## src/rtl/dacfe_pkg.sv

```systemverilog
package dacfe_pkg;

   // control byte layout (word bits above the code): behaviour depends on it
   localparam int CTRL_W  = 8;
   localparam int NCH     = 2;
   localparam int LD_BASE = 0;   // load flag of channel c at ctrl bit LD_BASE+c
   localparam int SD_BASE = 3;   // sleep flag of channel c at ctrl bit SD_BASE+c

   function automatic int ld_pos(input int code_w, input int ch);
      return code_w + LD_BASE + ch;
   endfunction

   function automatic int sd_pos(input int code_w, input int ch);
      return code_w + SD_BASE + ch;
   endfunction

endpackage

```

## src/rtl/dacfe_sync.sv

```systemverilog
module dacfe_sync #(
   parameter int             W      = 1,
   parameter int             STAGES = 2,
   parameter logic [W-1:0]   INIT   = '0
) (
   input  logic         clk,
   input  logic         rst,
   input  logic [W-1:0] d,
   output logic [W-1:0] q
);

   logic [STAGES-1:0][W-1:0] pipe;

   generate
      if (STAGES < 2) begin : g_bad_stages
         $error("dacfe_sync needs at least two stages");
      end
   endgenerate

   always_ff @(posedge clk) begin
      if (rst) pipe <= {STAGES{INIT}};
      else     pipe <= {pipe[STAGES-2:0], d};
   end

   assign q = pipe[STAGES-1];

endmodule

```

## src/rtl/dacfe_shifter.sv

```systemverilog
module dacfe_shifter #(
   parameter int FRAME = 16
) (
   input  logic             clk,
   input  logic             rst,
   input  logic             cs_s,
   input  logic             sclk_s,
   input  logic             sdi_s,
   output logic             exec,
   output logic [FRAME-1:0] word
);

   localparam int CW = $clog2(FRAME + 1);

   logic          sclk_d;
   logic          cs_d;
   logic [CW-1:0] cnt;
   logic [FRAME-1:0] sr;
   logic          sclk_rise;
   logic          cs_rise;

   assign sclk_rise = sclk_s & ~sclk_d;
   assign cs_rise   = cs_s & ~cs_d;

   always_ff @(posedge clk) begin
      if (rst) begin
         sclk_d <= 1'b0;
         cs_d   <= 1'b1;
         cnt    <= '0;
         sr     <= '0;
      end else begin
         sclk_d <= sclk_s;
         cs_d   <= cs_s;
         if (cs_s) begin
            cnt <= '0;
         end else if (sclk_rise) begin
            sr <= {sr[FRAME-2:0], sdi_s};
            if (cnt != CW'(FRAME)) cnt <= cnt + 1'b1;
         end
      end
   end

   assign exec = cs_rise && (cnt == CW'(FRAME));
   assign word = sr;

   p_count_cap_r10 : assert property (@(posedge clk) disable iff (rst)
      cnt <= CW'(FRAME));

   p_idle_clears_r2 : assert property (@(posedge clk) disable iff (rst)
      (cs_s && sclk_rise) |=> (cnt == '0 && $stable(sr)));

endmodule

```

## src/rtl/dacfe_chan.sv

```systemverilog
module dacfe_chan #(
   parameter int CODE_W = 8
) (
   input  logic              clk,
   input  logic              rst,
   input  logic              exec,
   input  logic              ld,
   input  logic              sd,
   input  logic [CODE_W-1:0] data,
   output logic [CODE_W-1:0] eff,
   output logic              asleep
);

   logic [CODE_W-1:0] code_q;
   logic              sd_q;

   always_ff @(posedge clk) begin
      if (rst) begin
         code_q <= '0;
         sd_q   <= 1'b0;
      end else if (exec) begin
         if (ld) code_q <= data;
         sd_q <= sd;
      end
   end

   assign eff    = sd_q ? '0 : code_q;
   assign asleep = sd_q;

   p_code_hold_r3 : assert property (@(posedge clk) disable iff (rst)
      !(exec && ld) |=> $stable(code_q));

endmodule

```

## src/rtl/dual_dac_cmd_front.sv

```systemverilog
module dual_dac_cmd_front #(
   parameter int CODE_W      = 8,
   parameter int SYNC_STAGES = 2
) (
   input  logic              clk,
   input  logic              rst,
   input  logic              cs_n,
   input  logic              sclk,
   input  logic              sdi,
   output logic [CODE_W-1:0] out_code_a,
   output logic [CODE_W-1:0] out_code_b,
   output logic              off_a,
   output logic              off_b
);
   import dacfe_pkg::*;

   localparam int FRAME = CTRL_W + CODE_W;

   generate
      if (CODE_W < 1 || CODE_W > 16) begin : g_bad_code_w
         $error("CODE_W out of supported range");
      end
   endgenerate

   logic [2:0]       raw;
   logic [2:0]       synced;
   logic             exec;
   logic [FRAME-1:0] word;
   logic [CODE_W-1:0] eff [NCH];
   logic [NCH-1:0]    slp;

   assign raw = {cs_n, sclk, sdi};

   dacfe_sync #(.W(3), .STAGES(SYNC_STAGES), .INIT(3'b100)) i_sync (
      .clk (clk),
      .rst (rst),
      .d   (raw),
      .q   (synced)
   );

   dacfe_shifter #(.FRAME(FRAME)) i_shift (
      .clk    (clk),
      .rst    (rst),
      .cs_s   (synced[2]),
      .sclk_s (synced[1]),
      .sdi_s  (synced[0]),
      .exec   (exec),
      .word   (word)
   );

   generate
      for (genvar c = 0; c < NCH; c++) begin : g_ch
         dacfe_chan #(.CODE_W(CODE_W)) i_chan (
            .clk    (clk),
            .rst    (rst),
            .exec   (exec),
            .ld     (word[ld_pos(CODE_W, c)]),
            .sd     (word[sd_pos(CODE_W, c)]),
            .data   (word[CODE_W-1:0]),
            .eff    (eff[c]),
            .asleep (slp[c])
         );
      end
   endgenerate

   assign out_code_a = eff[0];
   assign out_code_b = eff[1];
   assign off_a      = slp[0];
   assign off_b      = slp[1];

   p_zero_when_off_r6 : assert property (@(posedge clk) disable iff (rst)
      (off_a |-> out_code_a == '0) and (off_b |-> out_code_b == '0));

   p_update_at_cs_r5 : assert property (@(posedge clk) disable iff (rst)
      !($stable(out_code_a) && $stable(out_code_b) && $stable(off_a) && $stable(off_b))
      |-> $past(exec));

endmodule

```

## config.mk

```make
export PLATFORM = sky130hd
export DESIGN_NAME = dual_dac_cmd_front
export DESIGN_NICKNAME = d
export VERILOG_FILES = /design/src/rtl/dacfe_pkg.sv /design/src/rtl/dacfe_sync.sv /design/src/rtl/dacfe_shifter.sv /design/src/rtl/dacfe_chan.sv /design/src/rtl/dual_dac_cmd_front.sv
export SDC_FILE = /design/constraint.sdc
export NUM_CORES = 1
export LEC_CHECK = 0
export CAP_MARGIN = 25
export CORE_MARGIN = 3
export CORE_UTILIZATION = 58
export DETAILED_ROUTE_END_ITERATION = 12
export HOLD_SLACK_MARGIN = 0.12
export PLACE_DENSITY = 0.83
export SETUP_SLACK_MARGIN = 0.2
export SLEW_MARGIN = 15
export SYNTH_ARGS = -nofsm -noshare
export SYNTH_HDL_FRONTEND = slang
export SYNTH_SLANG_ARGS = --single-unit
```

## constraint.sdc

```tcl
create_clock -name clk -period 4 [get_ports clk]
set_input_delay 0.8 -clock clk [delete_from_list [all_inputs] [get_ports clk]]
set_output_delay 0.8 -clock clk [all_outputs]
set_load 0.005 [all_outputs]
```

; Yosys cells after proc, flatten, opt, wreduce, memory -nomap -nowiden
; Index checks and enable logic that the tools add are counted.
[totals]
regBits = 44
input_bits = 5
output_inout_bits = 18
wordCells = 26
[op_classes]
addsub = 1
eq_ne = 2
muxes = 2
bitwise_logic = 5
n_reduce_logical = 6
[op_table]
columns = cell, n
row1 = $mux W8, 2
row2 = $reduce_and A2 Y1, 4
row3 = $add A5 B1 Y5 const B, 1
row4 = $eq A5 B5 Y1 const B, 1
row5 = $ne A5 B5 Y1 const B, 1
row6 = $not A1 Y1, 3
row7 = $and A1 B1 Y1, 2
row8 = $reduce_or A2 Y1, 1
row9 = $logic_and A1 B1 Y1, 1

; Longest topological paths before layout
[logic_depth]
ltp_word = 4
ltp_mapped = 6
ltp_nobuf = 5

; By module
; From an unflattened synthesis, not the netlist that was laid out.
[unflattened]
hier_cells = 218
area_unflattened_um2 = 2034.5
[by_module_without_submodules]
columns = module, instances, cells_each, area_per_inst_um2, seq_area_each_um2
row1 = dacfe_chan, 2, 48, 471.7, 180.2
row2 = dacfe_shifter, 1, 107, 910.9, 460.4
row3 = dacfe_sync, 1, 15, 180.2, 120.1

; Worst setup path after synthesis
; OpenSTA, ideal clock, no wires.
[synth_timing]
path_type = in2reg
start = input rst
end = register i_shift.cnt[0]
setup_ns = 0.070
arrival_time_ns = 1.431
required_ns = 3.930
setup_slack_ns = 2.499
stages = 4
path_buffers = 2
path_cell_list = clkbuf_1 or2_2 clkbuf_1 a21oi_1
[synth_between]
elab_chain_cells = 1
[synth_lines]
columns = item, line_no
row1 = "start, declared", dual_dac_cmd_front.sv:6  ; input logic rst,
row2 = $reduce_or A2 Y1 (no line), n/a
row3 = "end signal, assigned", dacfe_shifter.sv:38  ; if (cnt != CW'(FRAME)) cnt <= cnt + 1'b1;
row4 = "end, declared", dacfe_shifter.sv:17  ; logic [CW-1:0] cnt;
; No other way between the ends.
; A chain may end at the register's enable or synchronous reset.

; Worst setup path in the final report
[layout_timing]
start = register g_ch[0].i_chan.sd_q
end = output off_a
[layout_rtl]
columns = item, line_no
row1 = "start, declared", dacfe_chan.sv:15  ; logic sd_q;
row2 = "start signal, assigned", dacfe_chan.sv:20  ; sd_q <= 1'b0;
row3 = "start signal, assigned", dacfe_chan.sv:23  ; sd_q <= sd;
row4 = "end, declared", dual_dac_cmd_front.sv:12  ; output logic off_a,
; No word-level cell between the ends.

==> impl_metrics.yaml <==
cts:
  postCtsSetupBuffers: 0
  cts_resized: 0
  numCtsBuffers: 5
  root_buffer: "clkbuf_4"
  cts_tree: "yes"
  clock-sinks: 44
  ctsHoldBuffers: 0
  clkTransAtPathRegs_ns: 0.12
  clockBufferDepth: 2
  clkLatencyLatePin_ns: 0.37
  cts_max_level: 2
worst_setup_path:
  cp_top_family: "flip-flops"
  crit_type: "flip-flop to primary output"
  worstPathMaxFanout: 10
  critPathBufInv: 1
  cp-start-kind: "flip-flop"
  cp_cell_sequence: "clkdlybuf4s50_1"
  crit_slowest_cell: "dfxtp_1"
  critPathMaxStageDelay_ns: 0.60
  crit_path_end_kind: "primary output"
  arrival_ns: 1.55
  crit_required_ns: 3.20
place:
  gp_congestion: 0.7659
  post-place-ws_ns: 1.388
  portBuffers: 22
  dp_hpwl_um: 2389
yosys:
  syn_nets: 201
  syn_area_um2: 1819
  synthDistinctLibCells: 22
  syn_inst: 194
  synth_area_per_cell_um2: 9.378
  yosysSeqAreaShare_pct: 48.42
  yosys_register_bits: 44
  yosysWarnings: 0
final_layout:
  mostFrequentLayoutCell: "dfxtp_1"
  multi_input_area_um2: 893.4
  syn2layout_area_growth_pct: 17.81
  seq_area_um2: 880.8
  n_antenna_cell: 0
  final_cell_mix: "dfxtp_1, nand2_1, nand2b_1, nor2b_1, clkdlybuf4s50_1"
  drive_above_1_share_pct: 7.798
  nets: 224
  fillerInstances: 219
  final_core_util_pct: 74.51
die:
  dieArea_um2: 3845
  core_um2: 2877
  rows: 19
  initial_core_util_pct: 63.24
  fp.dieW_um: 62.01
  fp.dieH_um: 62.01
  ios: 23
global_route:
  grtUsageMet3_pct: 4.339
  grt_pass1_wl_um: 5637
  grt_usage_pct: 20.49
  grt_busiest_layer: "met2"
  grt_overflow: 0
  grt_max_degree: 39
  grt_util_met2_pct: 31.66
  use_met1_pct: 26.22
  antenna_found_initial: 0
  grt_pass1_vias: 1270
power_and_ir_drop:
  power.density_nw_per_um2: 322.4
  irDropWorstVdd_v: 0.0002178
  leakagePower_nw: 0.7706
timing:
  rsz0062_at_grt: "false"
  period_needed_ns: 2.346
  fmax_mhz: 426.3
  finalSetupTns_ns: 0
  fin_crit_sh_pct: 58.65
  timing.final.ws_setup_ns: 1.654
  skew_ns: 0.007002
  slew_violations: 0
  hold_viol: 0
  tightest_slew_ns: 0.5778
  slew_headroom_pct: 61.27
  finalSetupViolCount: 0
drt:
  drc: 0
  vias_per_cell: 5.119
  wl_per_cell_um: 12.94
  first_pass_iters: 4
  initialDrtViolationCount: 28
  drt_wl_total_um: 3364
  via_count: 1331
  ant_nets: 0
worst_hold_path:
  hold_class: "flip-flop to flip-flop"
flow_run:
  maxCapViolCount: 0
run_status:
  status: "completed"
[cells in the mapped netlist (all sizes together)]
master / n / area, µm²
dfxtp: 44 / 880.8
nand2: 29 / 108.9
nand2b: 29 / 181.4
nor2b: 22 / 137.6
a21oi: 18 / 90.09
mux2i: 18 / 180.2
clkbuf: 6 / 22.52
o21ai: 4 / 20.02
buf: 3 / 15.01
nand3: 3 / 15.01
or2: 3 / 18.77
or3: 3 / 20.02
ha: 2 / 25.02
inv: 2 / 7.510
nor3b: 2 / 15.01
and4bb: 1 / 12.51
nand3b: 1 / 7.510
nand4b: 1 / 8.760
nand4bb: 1 / 27.53
nor3: 1 / 16.27
or3b: 1 / 8.760
[power breakdown]
group	leakage [nW]	switching (mW)	internal [mW]	total, mW
combinational	0.382	0.00873	0.0123	0.0210
clock	0.0326	0.139	0.0869	0.226
sequential	0.356	0.00209	0.441	0.444
[state kept, by name, indices dropped and copies added, names as in the netlist]
register,cells
i_shift.sclk_d,1
i_sync.pipe,3
g_ch.i_chan.asleep,2
i_shift.cs_d,1
g_ch.i_chan.code_q,16
i_sync.q,3
i_shift.word,13
i_shift.cnt,5
[logic make-up after synthesis]
group                    count (synthesis)  synth area share [%]
AO/OA/AOI/OAI                           22                 6.053
AND/OR/NAND/NOR                         97                 31.77
buffers and inverters                   11                 2.476
flip-flops                              44                 48.42
adder cells (fa/ha/maj)                  2                 1.375
multiplexers                            18                 9.904
[path summary, 6_finish.rpt]
path                              start                  endpoint  slack (ns)  depth (start not counted)
setup / recovery  g_ch[0].i_chan.asleep                     off_a        1.65                          1
hold / removal           i_sync.pipe[2]               i_sync.q[2]        0.42                          1
setup reg to reg         i_shift.cnt[0]  g_ch[1].i_chan.code_q[1]        2.15                          5
hold reg to reg          i_sync.pipe[2]               i_sync.q[2]        0.42                          1
[per-layer routing]
layer  wire (µm)  vias to the layer above
li1            -                      688
met1        1545                      611
met2        1605                       24
met3         122                        8
met4          91                        0
met5           0                        -
[through the flow]
stage / power, mW / std cells / cell area (µm²) / hold slack (ns)
3_3_place_gp: 0.4721 / 251 / 2069 / 0.3908
6_report: 0.6909 / 260 / 2143 / 0.4245
4_1_cts: 0.6924 / 259 / 2128 / 0.4263
5_1_grt: 0.7136 / 260 / 2143 / 0.4429
2_1_floorplan: 0.4664 / 194 / 1819 / 0.3895
3_5_place_dp: 0.4731 / 251 / 2069 / 0.3980
[layout make-up]
class                   count  share of cell area, %
inverters                   2                 0.3503
repair buffers             25                  11.68
multi-input cells         139                  41.68
flip-flops and latches     44                  41.10
clock buffers               8                  2.744
well taps                  42                  2.452
Note: power is estimated with default switching activity, not from simulation.
